**config.mk**
```make
export PLATFORM = sky130hd
export DESIGN_NAME = fault_restart_ctrl
export DESIGN_NICKNAME = d
export VERILOG_FILES = /design/src/rtl/frc_pkg.sv /design/src/rtl/frc_resp_decode.sv /design/src/rtl/frc_retry_budget.sv /design/src/rtl/frc_delay_timer.sv /design/src/rtl/fault_restart_ctrl.sv
export SDC_FILE = /design/constraint.sdc
export NUM_CORES = 1
export LEC_CHECK = 0
export BUFFER_PORTS_ARGS = -buffer_cell sky130_fd_sc_hd__buf_4
export CORE_MARGIN = 8
export CORE_UTILIZATION = 55
export CTS_BUF_LIST = sky130_fd_sc_hd__clkbuf_16
export DETAILED_ROUTE_END_ITERATION = 7
export GPL_TIMING_DRIVEN = 0
export PLACE_DENSITY = 0.82
export SETUP_SLACK_MARGIN = 0.2
export SLEW_MARGIN = 15
export SYNTH_ARGS = -nofsm -noshare
export SYNTH_HDL_FRONTEND = slang
export SYNTH_SLANG_ARGS = --single-unit
```
**constraint.sdc**
```tcl
create_clock -name clk -period 5.5 [get_ports clk]
set_input_delay 0.275 -clock clk [delete_from_list [all_inputs] [get_ports clk]]
set_output_delay 0.275 -clock clk [all_outputs]
set_load 0.03 [all_outputs]
```
**src/rtl/frc_pkg.sv**
```systemverilog
package frc_pkg;
  typedef enum logic [2:0] {
    ST_RUN,
    ST_SHUTDOWN_REQ,
    ST_WAIT_PG_LOW,
    ST_DELAY,
    ST_RESTART,
    ST_LOCKED
  } frc_state_e;

  localparam int          RETRY_W       = 3;
  localparam logic [1:0]  RESP_CONTINUE = 2'b00;
  localparam logic [1:0]  RESP_SHUTDOWN = 2'b10;
endpackage

```
**src/rtl/frc_resp_decode.sv**
```systemverilog
module frc_resp_decode #(
  parameter int N_FAULTS = 4
) (
  input  logic [2*N_FAULTS-1:0] resp_codes,
  output logic [N_FAULTS-1:0]   shut_mask,
  output logic [N_FAULTS-1:0]   inv_mask
);
  import frc_pkg::*;

  for (genvar g = 0; g < N_FAULTS; g++) begin : g_type
    logic [1:0] code;
    assign code         = resp_codes[2*g +: 2];
    assign shut_mask[g] = (code == RESP_SHUTDOWN);
    assign inv_mask[g]  = (code != RESP_SHUTDOWN) && (code != RESP_CONTINUE);
  end
endmodule

```
**src/rtl/frc_retry_budget.sv**
```systemverilog
module frc_retry_budget #(
  parameter int W = 3
) (
  input  logic         clk,
  input  logic         rst_n,
  input  logic         clr,
  input  logic         inc,
  input  logic [W-1:0] limit,
  output logic         exhausted
);
  localparam logic [W-1:0] FOREVER = '1;

  logic [W-1:0] used;

  always_ff @(posedge clk) begin
    if (!rst_n || clr)             used <= '0;
    else if (inc && used != '1)    used <= used + 1'b1;
  end

  assign exhausted = (limit == '0) || ((limit != FOREVER) && (used >= limit));

  // attempt count cleared while enable is low
  a_r10_clear_on_disable: assert property (@(posedge clk) disable iff (!rst_n)
    clr |=> (used == '0));
endmodule

```
**src/rtl/frc_delay_timer.sv**
```systemverilog
module frc_delay_timer #(
  parameter int DLY = 1000
) (
  input  logic clk,
  input  logic rst_n,
  input  logic start,
  output logic done
);
  localparam int CW = (DLY > 1) ? $clog2(DLY) : 1;
  localparam logic [CW-1:0] LOAD = CW'(DLY - 1);

  logic [CW-1:0] cnt;
  logic          running;

  always_ff @(posedge clk) begin
    if (!rst_n) begin
      running <= 1'b0;
      cnt     <= '0;
    end else if (start) begin
      running <= 1'b1;
      cnt     <= LOAD;
    end else if (running) begin
      if (cnt == '0) running <= 1'b0;
      else           cnt     <= cnt - 1'b1;
    end
  end

  assign done = running && (cnt == '0);

  // countdown never exceeds the programmed length
  a_r5_count_in_range: assert property (@(posedge clk) disable iff (!rst_n)
    running |-> (cnt <= LOAD));
endmodule

```
**src/rtl/fault_restart_ctrl.sv**
```systemverilog
module fault_restart_ctrl #(
  parameter int N_RAILS     = 8,
  parameter int N_FAULTS    = 4,
  parameter int RESTART_DLY = 1000
) (
  input  logic                  clk,
  input  logic                  rst_n,
  input  logic                  enable_in,
  input  logic [N_FAULTS-1:0]   fault_act,
  input  logic [2*N_FAULTS-1:0] resp_codes,
  input  logic [2:0]            retry_cfg,
  input  logic [2:0]            delay_cfg,
  input  logic [N_RAILS-1:0]    rail_pg,
  output logic                  pwr_down_req,
  output logic                  pwr_up_req,
  output logic                  locked_out,
  output logic                  bad_resp
);
  import frc_pkg::*;

  frc_state_e state, state_nx;

  logic [N_FAULTS-1:0] shut_mask, inv_mask, fault_q;
  logic shut_hit, all_low, exhausted, tmr_start, tmr_done, en_seen_low;

  frc_resp_decode #(.N_FAULTS(N_FAULTS)) u_dec (
    .resp_codes (resp_codes),
    .shut_mask  (shut_mask),
    .inv_mask   (inv_mask)
  );

  frc_retry_budget #(.W(RETRY_W)) u_budget (
    .clk       (clk),
    .rst_n     (rst_n),
    .clr       (!enable_in),
    .inc       (state == ST_RESTART),
    .limit     (retry_cfg),
    .exhausted (exhausted)
  );

  frc_delay_timer #(.DLY(RESTART_DLY)) u_tmr (
    .clk   (clk),
    .rst_n (rst_n),
    .start (tmr_start),
    .done  (tmr_done)
  );

  assign shut_hit  = |(fault_act & shut_mask);
  assign all_low   = ~|rail_pg;
  assign tmr_start = (state == ST_WAIT_PG_LOW) && all_low && !exhausted && (delay_cfg != 3'd0);

  always_comb begin
    state_nx = state;
    unique case (state)
      ST_RUN:          if (enable_in && shut_hit) state_nx = ST_SHUTDOWN_REQ;
      ST_SHUTDOWN_REQ: state_nx = ST_WAIT_PG_LOW;
      ST_WAIT_PG_LOW:
        if (all_low) begin
          if (exhausted)              state_nx = ST_LOCKED;
          else if (delay_cfg == 3'd0) state_nx = ST_RESTART;
          else                        state_nx = ST_DELAY;
        end
      ST_DELAY:        if (tmr_done) state_nx = ST_RESTART;
      ST_RESTART:      state_nx = ST_RUN;
      ST_LOCKED:       if (en_seen_low && enable_in && (fault_act == '0)) state_nx = ST_RUN;
      default:         state_nx = ST_RUN;
    endcase
  end

  always_ff @(posedge clk) begin
    if (!rst_n) begin
      state       <= ST_RUN;
      fault_q     <= '0;
      bad_resp    <= 1'b0;
      en_seen_low <= 1'b0;
    end else begin
      state       <= state_nx;
      fault_q     <= fault_act;
      bad_resp    <= |(fault_act & ~fault_q & inv_mask);
      if (state != ST_LOCKED) en_seen_low <= 1'b0;
      else if (!enable_in)    en_seen_low <= 1'b1;
    end
  end

  assign pwr_down_req = (state == ST_SHUTDOWN_REQ);
  assign pwr_up_req   = (state == ST_RESTART);
  assign locked_out   = (state == ST_LOCKED);

  // shutdown request is a single-cycle pulse
  a_r3_down_single: assert property (@(posedge clk) disable iff (!rst_n)
    pwr_down_req |=> !pwr_down_req);

  // invalid-code flag only follows an active fault line
  a_r2_bad_needs_fault: assert property (@(posedge clk) disable iff (!rst_n)
    bad_resp |-> $past(|fault_act));

  // unlimited retry never enters lock-out
  a_r8_forever_no_lock: assert property (@(posedge clk) disable iff (!rst_n)
    (state == ST_WAIT_PG_LOW && all_low && retry_cfg == 3'd7) |=> !locked_out);

  // leaving lock-out needs enable high and every fault clear
  a_r9_lock_release: assert property (@(posedge clk) disable iff (!rst_n)
    $fell(locked_out) |-> ($past(enable_in) && ($past(fault_act) == '0)));
endmodule

```
==> reports/results.ini <==
[outcome]
run_status = finished clean

[timing]
worst_pin_slew_ns = 0.501
skew_ns = 0.00555
setup_viol = 0
relSlewSlack_pct = 66.6
hold_ws_ns = 0.216
period_needed_ns = 2.10
hold_viol = 0
fmax_ghz = 0.475
rsz0062_at_grt = no
maxSlewViolCount = 0
tns_ns = 0
finalCritPeriodShare_pct = 38.3

[finish]
fin_nets = 215
antenna_cells = 0
area_delta_synth_final_pct = 26.1
num-fill-cells = 200
drive_gt1_share_pct = 27.4
layout.cells.non_filler = 209

[cts]
post_cts_buffers = 0
holdBufCountCts = 0
htreeDepth = 1
clkTransAtPathRegs_ns = 0.06
clockBufferDepth = 2
post_cts_resized = 0
cts_tree = done
cts_buffers = 3
cts_root_buf = clkbuf_16
clock-sinks = 23
insertion_delay_ns = 0.26

[logic_synthesis]
syn_nets = 179
synth-edff-count = 0
synth_top_area_cell = dfxtp_1
yosysTopAreaCellShare_pct = 34.1
synthTopCellsByCount = 23 x dfxtp_1, 10 x o21a_1, 9 x inv_1, 9 x nor2_1, 7 x nand2_1
ys.flop_type = dfxtp_1
synthArstFlopShare_pct = 0
synth.distinct_cells = 49
synthCells = 144
ys_top_cells_by_area = dfxtp_1 34%, ha_1 5.6%, o21a_1 5.6%
postSynthAreaPerCell_um2 = 9.38
synth_area_um2 = 1350
yosys_warnings = 0
ys_seq_area_share_pct = 34.1
ys_ff_latch = 23
yosysMostFrequentCell = dfxtp_1

[min_path]
min_delay_path_depth = 2
min_from = enable_in
hold_class = in -> reg
min_to = en_seen_low$_SDFFE_PP0N_

[die]
die_h_um = 65.6
rows = 18
die_w_um = 65.6
start_util_pct = 56.1
io_pins = 33
fp.coreArea_um2 = 2410
die_area_um2 = 4300

[placement]
placed_cells = 205
port-buffer-count = 31
hpwlAfterDp_um = 2430
place_congestion = 0.805

[critical_path]
path_cells = inv_1 -> ha_1 -> nand2b_4 -> a2111oi_2 -> o31ai_1 -> nor4_2 -> buf_4 -> o21a_1
rr_endpoint = u_tmr.running$_SDFF_PN0_
cp-start-kind = flop
crit_buf_inv = 2
cp.required_ns = 5.70
path_max_fanout = 10
r2r_slack_ns = 3.40
crit_slowest_cell = a2111oi_2
worstSetupPathType = reg -> reg
crit_family = compound AO/OA/AOI/OAI gates
end_kind = flop
crit_arrival_ns = 2.31
cp_slowest_stage_delay_ns = 0.45
r2r_start = u_budget.used[0]$_SDFFE_PP0P_
r2r_cells = 8

[drt]
dr.first_iter.drc_count = 57
drc = 0
wirelength_um = 3070
vias_per_cell = 5.70
avgRoutedWirePerCell_um = 14.7
vias = 1192
drtPass1Iterations = 4
ant_nets = 0

[global_routing]
busiest_layer = met2
grt_max_degree = 15
grt_use_met1_pct = 16.8
antenna_found_initial = 0
grt_pass1_vias = 1256
grt_pass1_wl_um = 5400
overflow = 0
track_usage_pct = 15.6
grt_util_met3_pct = 3.74
use_met2_pct = 28.8

[power]
leakage_nw = 0.729
vdd_drop_max_mv = 0.180
p_total_mw = 0.376
cellPowerDensity_nw_per_um2 = 221

[job]
cap_viol_max_count = 0

==> sequential cells by signal (all words and copies together) (netlist names) <==
register,flops
u_tmr.cnt,10
fault_q,4
state,3
u_budget.used,3
bad_resp,1
en_seen_low,1
u_tmr.running,1
==> cell type report <==
| class | count | area, µm² | area share, % |
|---|---|---|---|
| clock buffer | 3 | 75.1 | 4.41 |
| tap | 30 | 37.5 | 2.20 |
| inverter | 9 | 33.8 | 1.98 |
| buffer | 4 | 18.8 | 1.10 |
| clock inverter | 1 | 7.51 | 0.441 |
| timing repair buffer | 31 | 233 | 13.7 |
| sequential | 23 | 460 | 27.0 |
| multi-input combinational | 108 | 838 | 49.2 |
==> layer usage <==
metal / vias up / part of all wire (%)
met3: 6 / 3.2
met5: - / 0
met1: 549 / 41
met2: 30 / 54
met4: 0 / 2.2
li1: 607 / -
==> power breakdown <==
group / switching (mW) / leakage, nW / total, mW / internal, mW
logic: 0.0214 / 0.506 / 0.0462 / 0.0248
registers: 0.00110 / 0.187 / 0.171 / 0.170
clock network: 0.0605 / 0.0371 / 0.159 / 0.0985
==> how the worst max path moves through the flow <==
stage	start	cells past startpoint	slack [ns]	endpoint
2_1_floorplan	state[0]$_SDFFE_PN0P_	5	3.52	u_budget.used[1]$_SDFFE_PP0P_
3_5_place_dp	retry_cfg[0]	8	3.40	u_tmr.cnt[2]$_SDFFE_PN0P_
5_1_grt	u_budget.used[0]$_SDFFE_PP0P_	8	3.21	u_tmr.cnt[9]$_SDFFE_PN0P_
6_report	u_budget.used[0]$_SDFFE_PP0P_	8	3.40	u_tmr.running$_SDFF_PN0_
3_3_place_gp	retry_cfg[0]	8	3.51	u_tmr.cnt[7]$_SDFFE_PN0P_
4_1_cts	u_budget.used[0]$_SDFFE_PP0P_	8	3.39	u_tmr.cnt[2]$_SDFFE_PN0P_
==> cell usage in the layout (no fill, tap or decap), types with 2 or more instances in the layout <==
| master | netlist | layout |
|---|---|---|
| a31oi_1 | 3 | 3 |
| nand3_1 | 2 | 2 |
| dfxtp_1 | 23 | 23 |
| inv_1 | 9 | 9 |
| nand2_1 | 7 | 7 |
| nor3b_1 | 3 | 3 |
| o21ai_0 | 4 | 4 |
| mux2i_1 | 4 | 4 |
| clkbuf_1 | 3 | 3 |
| a21oi_1 | 3 | 3 |
| nand2b_1 | 2 | 2 |
| nor3_1 | 6 | 6 |
| nor2_1 | 9 | 9 |
| buf_4 | 1 | 32 |
| and3b_1 | 6 | 6 |
| nor4_1 | 2 | 2 |
| o21a_1 | 10 | 10 |
| clkbuf_16 | 0 | 3 |
| xnor2_1 | 5 | 5 |
| ha_1 | 6 | 6 |
| and2_1 | 4 | 4 |
| nand3b_1 | 3 | 3 |
| nor2b_1 | 2 | 2 |
==> through the flow <==
step           util [%]  setup slack (ns)  instance area [µm²]
6_report           70.7              3.40                 1700
5_1_grt            70.7              3.21                 1700
4_1_cts            70.7              3.39                 1700
3_5_place_dp       67.3              3.40                 1620
3_3_place_gp       67.3              3.51                 1620
2_1_floorplan         -              3.52                 1350
==> cell families after synthesis <==
kind of cell	Yosys count	synth area share (%)
and+or+nand+nor	59	30.0
xor gates and xnor gates	5	3.24
adders and majority gates	6	5.56
muxes	6	4.91
buffers and inverters	13	3.89
AOI/OAI and AO/OA	32	18.3
DFF	23	34.1
(Power assumes the default switching activity.)
